<file path="src/rtl/esu_pkg.sv">
package esu_pkg;
  typedef struct packed {
    logic level;
    logic fresh;
    logic armed;
  } poll_flags_t;
endpackage

</file>
<file path="src/rtl/esu_tick_div.sv">
module esu_tick_div #(
  parameter int DIV = 4
) (
  input  logic clk,
  input  logic rst_n,
  output logic tick
);
  generate
    if (DIV <= 1) begin : g_pass
      assign tick = 1'b1;
    end else begin : g_div
      localparam int CW = $clog2(DIV);
      localparam logic [CW-1:0] LAST = CW'(DIV - 1);
      logic [CW-1:0] cnt_q;
      always_ff @(posedge clk or negedge rst_n) begin
        if (!rst_n)            cnt_q <= '0;
        else if (cnt_q == LAST) cnt_q <= '0;
        else                    cnt_q <= cnt_q + 1'b1;
      end
      assign tick = (cnt_q == LAST);
    end
  endgenerate
endmodule

</file>
<file path="src/rtl/esu_sync_edge.sv">
module esu_sync_edge #(
  parameter int STAGES = 2
) (
  input  logic clk,
  input  logic rst_n,
  input  logic async_in,
  output logic level,
  output logic rise
);
  logic [STAGES-1:0] chain_q;
  logic              level_d_q;

  always_ff @(posedge clk or negedge rst_n) begin
    if (!rst_n) begin
      chain_q   <= '0;
      level_d_q <= 1'b0;
    end else begin
      chain_q   <= {chain_q[STAGES-2:0], async_in};
      level_d_q <= chain_q[STAGES-1];
    end
  end

  assign level = chain_q[STAGES-1];
  assign rise  = level & ~level_d_q;
endmodule

</file>
<file path="src/rtl/esu_counters.sv">
module esu_counters #(
  parameter int W = 16
) (
  input  logic         clk,
  input  logic         rst_n,
  input  logic         tick,
  input  logic         rise,
  output logic [W-1:0] free_cnt,
  output logic [W-1:0] age_cnt,
  output logic         armed
);
  always_ff @(posedge clk or negedge rst_n) begin
    if (!rst_n)    free_cnt <= '0;
    else if (tick) free_cnt <= free_cnt + 1'b1;
  end

  // The age count includes the tick of the edge cycle itself, so that
  // timebase minus age always lands on the timebase of that cycle.
  always_ff @(posedge clk or negedge rst_n) begin
    if (!rst_n) begin
      age_cnt <= '0;
      armed   <= 1'b0;
    end else if (rise) begin
      age_cnt <= W'(tick);
      armed   <= 1'b1;
    end else if (armed && tick) begin
      age_cnt <= age_cnt + 1'b1;
    end
  end
endmodule

</file>
<file path="src/rtl/esu_poll.sv">
module esu_poll
  import esu_pkg::*;
#(
  parameter int W = 16
) (
  input  logic         clk,
  input  logic         rst_n,
  input  logic         req_valid,
  output logic         req_ready,
  output logic         rsp_valid,
  input  logic         rsp_ready,
  input  logic [W-1:0] stamp_now,
  input  logic         level,
  input  logic         armed_now,
  input  logic         echo_invert,
  output logic [W-1:0] rsp_stamp,
  output poll_flags_t  rsp_flags,
  output logic         echo_out
);
  logic prev_level_q;
  logic echo_q;
  logic accept;

  assign req_ready = ~rsp_valid;
  assign accept    = req_valid & req_ready;

  always_ff @(posedge clk or negedge rst_n) begin
    if (!rst_n) begin
      rsp_valid    <= 1'b0;
      rsp_stamp    <= '0;
      rsp_flags    <= '0;
      prev_level_q <= 1'b0;
      echo_q       <= 1'b0;
    end else if (accept) begin
      rsp_valid       <= 1'b1;
      rsp_stamp       <= stamp_now;
      rsp_flags.level <= level;
      rsp_flags.fresh <= level & ~prev_level_q;
      rsp_flags.armed <= armed_now;
      prev_level_q    <= level;
      if (level && !prev_level_q)      echo_q <= 1'b1;
      else if (!level && prev_level_q) echo_q <= 1'b0;
    end else if (rsp_valid && rsp_ready) begin
      rsp_valid <= 1'b0;
    end
  end

  assign echo_out = echo_q ^ echo_invert;
endmodule

</file>
<file path="src/rtl/edge_stamp_unit.sv">
module edge_stamp_unit
  import esu_pkg::*;
#(
  parameter int W      = 16,
  parameter int DIV    = 4,
  parameter int STAGES = 2
) (
  input  logic         clk,
  input  logic         rst_n,
  input  logic         pps_in,
  input  logic         echo_invert,
  input  logic         req_valid,
  output logic         req_ready,
  output logic         rsp_valid,
  input  logic         rsp_ready,
  output logic [W-1:0] rsp_stamp,
  output logic         rsp_level,
  output logic         rsp_new,
  output logic         rsp_armed,
  output logic         echo_out
);
  logic         tick;
  logic         level;
  logic         rise;
  logic         armed;
  logic [W-1:0] free_cnt;
  logic [W-1:0] age_cnt;
  logic [W-1:0] stamp_now;
  poll_flags_t  flags;

  esu_tick_div #(.DIV(DIV)) u_div (.clk(clk), .rst_n(rst_n), .tick(tick));

  esu_sync_edge #(.STAGES(STAGES)) u_sync (
    .clk(clk), .rst_n(rst_n), .async_in(pps_in), .level(level), .rise(rise)
  );

  esu_counters #(.W(W)) u_cnt (
    .clk(clk), .rst_n(rst_n), .tick(tick), .rise(rise),
    .free_cnt(free_cnt), .age_cnt(age_cnt), .armed(armed)
  );

  // In the edge cycle the age register is still stale; the stamp is the
  // timebase itself.
  assign stamp_now = rise ? free_cnt : (free_cnt - age_cnt);

  esu_poll #(.W(W)) u_poll (
    .clk(clk), .rst_n(rst_n),
    .req_valid(req_valid), .req_ready(req_ready),
    .rsp_valid(rsp_valid), .rsp_ready(rsp_ready),
    .stamp_now(stamp_now), .level(level), .armed_now(armed | rise),
    .echo_invert(echo_invert),
    .rsp_stamp(rsp_stamp), .rsp_flags(flags), .echo_out(echo_out)
  );

  assign rsp_level = flags.level;
  assign rsp_new   = flags.fresh;
  assign rsp_armed = flags.armed;
endmodule

</file>
<file path="config.mk">
export PLATFORM = sky130hd
export DESIGN_NAME = edge_stamp_unit
export DESIGN_NICKNAME = d
export VERILOG_FILES = /design/src/rtl/esu_pkg.sv /design/src/rtl/esu_tick_div.sv /design/src/rtl/esu_sync_edge.sv /design/src/rtl/esu_counters.sv /design/src/rtl/esu_poll.sv /design/src/rtl/edge_stamp_unit.sv
export SDC_FILE = /design/constraint.sdc
export NUM_CORES = 1
export LEC_CHECK = 0
export BUFFER_PORTS_ARGS = -buffer_cell sky130_fd_sc_hd__buf_2
export CORE_MARGIN = 4
export CORE_UTILIZATION = 60
export CTS_BUF_LIST = sky130_fd_sc_hd__clkbuf_4
export CTS_CLUSTER_SIZE = 40
export DETAILED_ROUTE_END_ITERATION = 10
export PLACE_DENSITY_LB_ADDON = 0.05
export SYNTH_ARGS = -nofsm -noshare
export SYNTH_HDL_FRONTEND = slang
export SYNTH_SLANG_ARGS = --single-unit
</file>
<file path="constraint.sdc">
create_clock -name clk -period 4.4 [get_ports clk]
set_input_delay 0.22 -clock clk [delete_from_list [all_inputs] [get_ports clk]]
set_output_delay 0.22 -clock clk [all_outputs]
set_load 0.01 [all_outputs]
</file>
# After elaboration in Yosys (flattened, before gate mapping)
# Cells that the tools add are included.
[word_totals] input_bits=6 wordCells=43 out_inout_bits=22 ff_bits=59
[op_classes] add_sub_neg=4 n_bitwise=8 mux=8 n_reduce_logical=10 n_eq_ne=1
[ops] cell="two-way mux 16 bit" n=3
[ops] cell="adder 16 x 1 -> 16 bit (second input constant)" n=2
[ops] cell="subtractor 16 bit" n=1
[ops] cell="nonzero test 2 bit" n=3
[ops] cell="logical AND 1 bit" n=4
[ops] cell="two-way mux 1 bit" n=4
[ops] cell="bitwise AND 1 bit" n=3
[ops] cell="inverter 1 bit" n=3
[ops] cell="adder 2 x 1 -> 2 bit (second input constant)" n=1
[ops] cell="equality test 2 bit (second input constant)" n=1
[ops] cell="logical NOT 1 bit" n=2
[ops] cell="two-way mux 2 bit" n=1
[ops] cell="AND reduction 2 bit" n=1
[ops] cell="OR 1 bit" n=1
[ops] cell="bitwise XOR 1 bit" n=1

# Depth between registers and ports, before layout
# Gate-level depths: netlist (run 1).
[logic_depth] depth_word=4 depth_mapped=10

# Cells and area by module
# From an unflattened synthesis (run 1), not the netlist that was laid out.
[hier_totals] hier_cells=359 hier_area_um2=3598.5
[by_module_without_submodules] mod="esu_counters" area_each_um2=1541.5 instances=1 seq_area_each_um2=825.8 cells_per_inst=145
[by_module_without_submodules] mod="edge_stamp_unit" area_each_um2=997.2 instances=1 seq_area_each_um2=0.0 cells_per_inst=155
[by_module_without_submodules] mod="esu_poll" area_each_um2=904.6 instances=1 seq_area_each_um2=525.5 cells_per_inst=51
[by_module_without_submodules] mod="esu_sync_edge" area_each_um2=88.8 instances=1 seq_area_each_um2=75.1 cells_per_inst=4
[by_module_without_submodules] mod="esu_tick_div" area_each_um2=66.3 instances=1 seq_area_each_um2=50.0 cells_per_inst=4

# Worst setup path after synthesis (run 1)
# Ideal clock, no wire load.
[synth_timing] path_type="register -> register" from="reg u_cnt.free_cnt[0]" to="reg u_poll.rsp_stamp[14]" stages_incl_launch_ff=11 path_slack_ns=2.070 arrival_time_ns=2.198 n_path_buf=0 required_time_ns=4.269 cell_sequence="dfrtp_1 -> inv_1 -> ha_1 -> fa_1 -> and2b_1 -> o211ai_1 -> nand2_1 -> a21oi_2 -> o211a_1 -> o211ai_1 -> or3b_1"
[synth_via] elab_chain_cells=2
[synth_lines] item="start: declaration" line_no="esu_counters.sv:8" source="output logic [W-1:0] free_cnt,"
[synth_lines] item="start signal: assignment" line_no="esu_counters.sv:14" source="else if (tick) free_cnt <= free_cnt + 1'b1;"
[synth_lines] item="subtractor 16 bit" line_no="edge_stamp_unit.sv:44" source="assign stamp_now = rise ? free_cnt : (free_cnt - age_cnt);"
[synth_lines] item="two-way mux 16 bit" line_no="edge_stamp_unit.sv:44"
[synth_lines] item="end signal: assignment" line_no="esu_poll.sv:36" source="rsp_stamp <= stamp_now;"
[synth_lines] item="end: declaration" line_no="esu_poll.sv:16" source="output logic [W-1:0] rsp_stamp,"
# Every way passes these cells.
# A chain may end at the register's enable or synchronous reset.

# Worst setup path in the final report (run 1)
# Ends and elaborated chain as after synthesis.

==> results of run 1 <==
Yosys cell counts, drive strengths merged, types with 5 or more instances:
master | n | area [sq um]
a21oi | 27 | 158
clkbuf | 6 | 22.5
dfrtp | 59 | 1480
ha | 19 | 238
inv | 21 | 78.8
nand2 | 37 | 139
nand2b | 5 | 31.3
nand3 | 12 | 60.1
nand4 | 11 | 68.8
nor2 | 38 | 143
nor2b | 6 | 37.5
o21ai | 22 | 114
xnor2 | 27 | 236
xor2 | 12 | 105
where the power goes:
group	internal [mW]	switching, mW
clock network	0.224	0.199
registers	0.572	0.0184
logic	0.0528	0.0817
flip-flops by register name, summed over array words and instances (netlist names):
| signal | flops |
|---|---|
| u_cnt.age_cnt | 16 |
| u_cnt.armed | 1 |
| u_cnt.free_cnt | 16 |
| u_div.g_div.cnt_q | 2 |
| u_poll.echo_q | 1 |
| u_poll.rsp_flags | 3 |
| u_poll.rsp_stamp | 16 |
| u_poll.rsp_valid | 1 |
| u_sync.chain_q | 2 |
| u_sync.level_d_q | 1 |
critical path, delay by kind of cell, from the launching register on:
kind	cells	cell delay [ps]
flip-flops	1	450
buffers and inverters	1	70
AND/OR/NAND/NOR	3	720
adder cells (fa/ha/maj)	2	590
AO/OA/AOI/OAI	4	570
routing by layer:
layer,wire length (microns),vias up,GRT usage,share of wire
li1,-,1288,-,-
met1,3150,1192,0.309,0.46
met2,3080,74,0.363,0.45
met3,516,7,0.0553,0.076
met4,78,0,0.103,0.011
met5,0,-,0,0
metrics by stage:
step	total power [mW]	std cells
CTS	1.16	463
floorplan	0.677	355
finish	1.15	463
global route	1.21	463
global placement	0.732	445
detailed placement	0.736	445
cell usage in the layout (no fill, tap or decap), drive strengths merged, types with 3 or more instances in the layout:
cell and instances:
nand2 37, nand3 12, inv 21, buf 29, xor2 12, a211oi 3, and3 4, nor3 4
clkbuf 9, ha 19, clkinv 3, nor2 38, o211ai 4, a31oi 3, nor2b 6, a21oi 27
nand2b 5, o21bai 3, a21o 4, dfrtp 59, o21ai 22, xnor2 27, or3 4, nand4 11
dlygate4sd3 3, a22oi 3
final timing paths:
check | startpoint | endpoint | slack, ps | cells past startpoint
max | u_cnt.free_cnt[0] | u_poll.rsp_stamp[14] | 1900 | 10
min | u_sync.chain_q[0] | u_sync.chain_q[1] | 350 | 0
max reg2reg | u_cnt.free_cnt[0] | u_poll.rsp_stamp[14] | 1900 | 10
min reg2reg | u_sync.chain_q[0] | u_sync.chain_q[1] | 350 | 0
max in group asynchronous | rst_n | u_cnt.age_cnt[9] | 3430 | 3
min in group asynchronous | rst_n | u_poll.rsp_flags[1] | 490 | 3
kinds of logic (layout without fill, tap and decap cells):
group                      after synthesis  count (layout)  share of synthesized area
AOI/OAI and AO/OA                       75              75                      0.152
DFF                                     59              59                      0.441
and+or+nand+nor                        129             129                      0.183
xor gates and xnor gates                39              39                      0.102
muxes                                    3               3                    0.00971
buffers and inverters                   30              68                     0.0362
adders and majority gates               20              20                     0.0770
final cells by class:
cell class / instances / area, sq um
clock buffer: 9 / 67.6
sequential: 59 / 1480
inverter: 21 / 78.8
tap: 70 / 87.6
clock inverter: 6 / 81.3
fill: 430 / 1540
multi-input combinational: 266 / 1750
timing repair buffer: 32 / 180
==> results_dict.tcl, run 1 <==
set metrics [dict create \
    crit_top_cell "o211ai_1" \
    grt_overflow 0 \
    gp_congestion 0.891 \
    path_cells "inv_1 > ha_1 > fa_1 > and2b_1 > o211ai_1 > nand2_1 > a21oi_2 > o211a_1 > o211ai_1 > or3b_1" \
    hold_viol 0 \
    antenna_found_initial 0 \
    dp_slack_ps 1900 \
    cp_max_fo 6 \
    synth_cell_type_count 51 \
    slowest_stage "dfrtp_1" \
    wl_per_cell_microns 14.7 \
    io_pins 28 \
    worstMarginPinSlew_ps 861 \
    drc_errors 0 \
    endpoint_kind "flip-flop" \
    startpoint_type "flip-flop" \
    area_growth_pct 11.2 \
    critical-path-max-stage-delay_ps 450 \
    die_w_microns 82.7 \
    leakage_nw 1.74 \
    ys_seq_elements 59 \
    grt_usage 0.233 \
    worst_slack_ps 1900 \
    clockBufferDepth 2 \
    finalCriticalPeriod_ps 2500 \
    io_buffer_count 27 \
    powerDensity_mw_per_mm2 308 \
    clk_pin_slew_ps 100 \
    status "finished, final reports clean" \
    grt_pass1_wl_microns 11800 \
    worstSkewPairLatency_ps 410 \
    fin_area_sq_mm 0.00373 \
    cts_tree "done" \
    initial_core_util 0.636 \
    grt_max_degree 60 \
    dpl_cell_area_sq_mm 0.00355 \
    postCtsHoldBufs 3 \
    synthCells 355 \
    finalCritPeriodShare 0.568 \
    dr.pass1.iters 4 \
    synth_ff_type "dfrtp_1" \
    post_cts_resized 0 \
    arrival_ps 2790 \
    drv_cap 0 \
    synth_area_sq_mm 0.00335 \
    ys_seq_area_frac 0.441 \
    postRouteAntennaNets 0 \
    final_max_slew_viol_count 0 \
    max-vdd-ir-drop_v 0.000311 \
    grt_pass1_vias 2558 \
    syn_avg_cell_area_sq_um 9.44 \
    cts_sinks 59 \
    final.setup_skew_ps 18.0 \
    setup_viol 0 \
    core_sq_mm 0.00527 \
    htreeDepth 3 \
    yosysWarnings 0 \
    dp_hpwl_microns 4930 \
    syn_nets 381 \
    n_antenna_cell 0 \
    vias_per_cell 5.53 \
    worstPathRequired_ps 4690 \
    slew_headroom 0.425 \
    row_count 26 \
    die_y_microns 82.7 \
    holdWs_ps 355 \
    totalWireLength_microns 6820 \
    min_path_type "flip-flop to flip-flop" \
    cts_setup_buffers 0 \
    fp.dieArea_sq_mm 0.00684 \
    cts_buffers 9 \
    synth_edf_count 0 \
    crit_type "flip-flop to flip-flop" \
    synth-async-reset-ratio 1.00 \
    vias 2561 \
    rsz0062_at_grt "false" \
    post-route-util 0.707 \
    fin_tns_setup_ps 0 \
    cts-root-buf "clkbuf_4" \
    final_nets 415 \
    drt_iter0_markers 153 \
    layout-drive-gt1-share 0.148 \
    fmax_mhz 400 \
]
Note: power is estimated with default switching activity, not from simulation.
==> inputs of run 2 (changes only) <==
Settings changed: CORE_UTILIZATION 60 to 56.
Clock period 4.4 ns to 2.1 ns, I/O delays scaled along.
==> run 2 against run 1 <==
Against the previous run: largest cell class unchanged; highest routed layer unchanged; sequential share of layout area down 5.4 points; worst hold slack worse by 140 ps; global-route usage up 0.68 points; design area up 16%; critical path depth unchanged; the flow now finishes with violations (negative setup slack); first-iteration DRC count up 3.3%; non-clock buffer count up 59; sequential cell count unchanged; cell count up 13%; sequential power up 110%; via count up 12%; combinational power up 150%.
==> results_dict.tcl, run 2 (synthesis results as in run 1) <==
set metrics [dict create \
    worstPathRequired_ps 2370 \
    violations "negative setup slack" \
    leakage_nw 2.04 \
    crit_buf_inv 1 \
    cp_max_fo 2 \
    min_path_type "input pin to flip-flop" \
    core_sq_mm 0.00564 \
    cts_tree "done" \
    p_comb_frac 0.152 \
    die_w_microns 85.3 \
    path_depth 10 \
    worstSkewPairLatency_ps 390 \
    htreeDepth 3 \
    antenna_found_initial 0 \
    layout-drive-gt1-share 0.314 \
    fp.dieArea_sq_mm 0.00728 \
    startpoint_type "flip-flop" \
    arrival_ps 2540 \
    rsz0062_at_grt "true" \
    reg_top3 "u_cnt.age_cnt: 16 flops, u_cnt.free_cnt: 16 flops, u_poll.rsp_stamp: 16 flops" \
    final_nets 474 \
    placed_cells 501 \
    fin_area_sq_mm 0.00432 \
    path_cells "inv_1 > ha_2 > fa_2 > and2b_1 > o211ai_1 > nand2_1 > a21oi_2 > o211a_1 > o211ai_1 > or3b_1" \
    final.setup_skew_ps 10.1 \
    finalCritPeriodShare 1.08 \
    gp_congestion 0.954 \
    powerDensity_mw_per_mm2 506 \
    fin_tns_setup_ps -337 \
    dpl_cell_area_sq_mm 0.00397 \
    grt_pass1_wl_microns 13800 \
    vias 2877 \
    drc_errors 0 \
    cts_sinks 59 \
    power.clock.fraction 0.283 \
    finalCriticalPeriod_ps 2270 \
    grt_overflow 0 \
    hold_viol 0 \
    swShare 0.280 \
    setup_viol 3 \
    status "complete, but fails checks" \
    fmax_mhz 441 \
    row_count 27 \
    critPathTopFamily "simple AND/OR/NAND/NOR gates" \
    final_max_slew_viol_count 0 \
    cts_buffers 9 \
    postRouteAntennaNets 0 \
    slowest_stage "dfrtp_1" \
    instances_no_fill 524 \
    grt_usage 0.240 \
    crit_top_cell "o211ai_1" \
    worstMarginPinSlew_ps 645 \
    min_path_cells 3 \
    worst_slack_ps -167 \
    dr.pass1.iters 4 \
    n_antenna_cell 0 \
    drt_iter0_markers 158 \
    slew_headroom 0.570 \
    grt_pass1_vias 2917 \
    wl_per_cell_microns 15.6 \
    area_growth_pct 28.8 \
    holdWs_ps 216 \
    initial_core_util 0.594 \
    cts-root-buf "clkbuf_4" \
    vias_per_cell 5.49 \
    p_sw_uw 611 \
    final_cell_mix "58 x buf_4, 58 x dfrtp_1, 38 x nor2_1" \
    crit_type "flip-flop to flip-flop" \
    worstRegToRegCells 10 \
    internal_power_mw 1.57 \
    drv_cap 0 \
    io_buffer_count 27 \
    clockBufferDepth 2 \
    io_pins 28 \
    clk_pin_slew_ps 90 \
    critical-path-max-stage-delay_ps 360 \
    power_mw 2.18 \
    totalWireLength_microns 8160 \
    power.share.sequential 0.565 \
    die_y_microns 85.3 \
    grt_max_degree 34 \
    dp_hpwl_microns 6060 \
    max-vdd-ir-drop_v 0.000417 \
    endpoint_kind "flip-flop" \
]
## run 2: power groups by stage
stage	clock network [mW]	logic, mW	registers (mW)
after floorplan	0	0.139	1.28
after global placement	0	0.302	1.25
after detailed placement	0	0.313	1.26
after CTS	0.633	0.321	1.23
after global routing	0.701	0.370	1.24
final	0.619	0.331	1.23
## run 2: worst register-to-register path, stage by stage, from the launching register on
cell and delay, ps:
dfrtp_1 360, inv_1 50, ha_2 190, fa_2 340
and2b_1 220, o211ai_1 80, nand2_1 110, a21oi_2 70
o211a_1 230, o211ai_1 160, or3b_1 360
## run 2: what timing repair did
action                                 4_1_cts  5_1_grt
pin swaps                                    2        7
resized for setup                            1       28
setup endpoints to repair                    6       14
hold buffers                                 3        0
setup buffers                                3        2
endpoints found under the hold margin       28        0
## run 2: final timing paths
check	from	end	slack (ps)
min in group asynchronous	rst_n	u_poll.rsp_flags[2]	260
max reg2reg	u_cnt.free_cnt[0]	u_poll.rsp_stamp[14]	-170
max in group asynchronous	rst_n	u_cnt.age_cnt[1]	1230
min	req_valid	u_poll.rsp_valid	220
max	u_cnt.free_cnt[0]	u_poll.rsp_stamp[14]	-170
min reg2reg	u_sync.chain_q[0]	u_sync.chain_q[1]	360
## run 2: routing by layer
layer  routed length, microns  track usage
met1                     3630        0.331
met2                     3840        0.379
met3                      566       0.0417
met4                      123       0.0863
met5                        0            0
## run 2: through the flow
stage	setup WS, ps	utilization
final	-167	0.765
after CTS	-130	0.733
after global routing	-335	0.765
after floorplan	-133	-
after detailed placement	-120	0.704
after global placement	-72.4	0.704
## run 2: cell type report
type | count | area (sq um)
clock buffer | 10 | 75.1
clock inverter | 5 | 21.3
fill | 407 | 1330
inverter | 21 | 78.8
multi-input combinational | 266 | 1930
sequential | 59 | 1480
tap | 72 | 90.1
timing repair buffer | 91 | 643
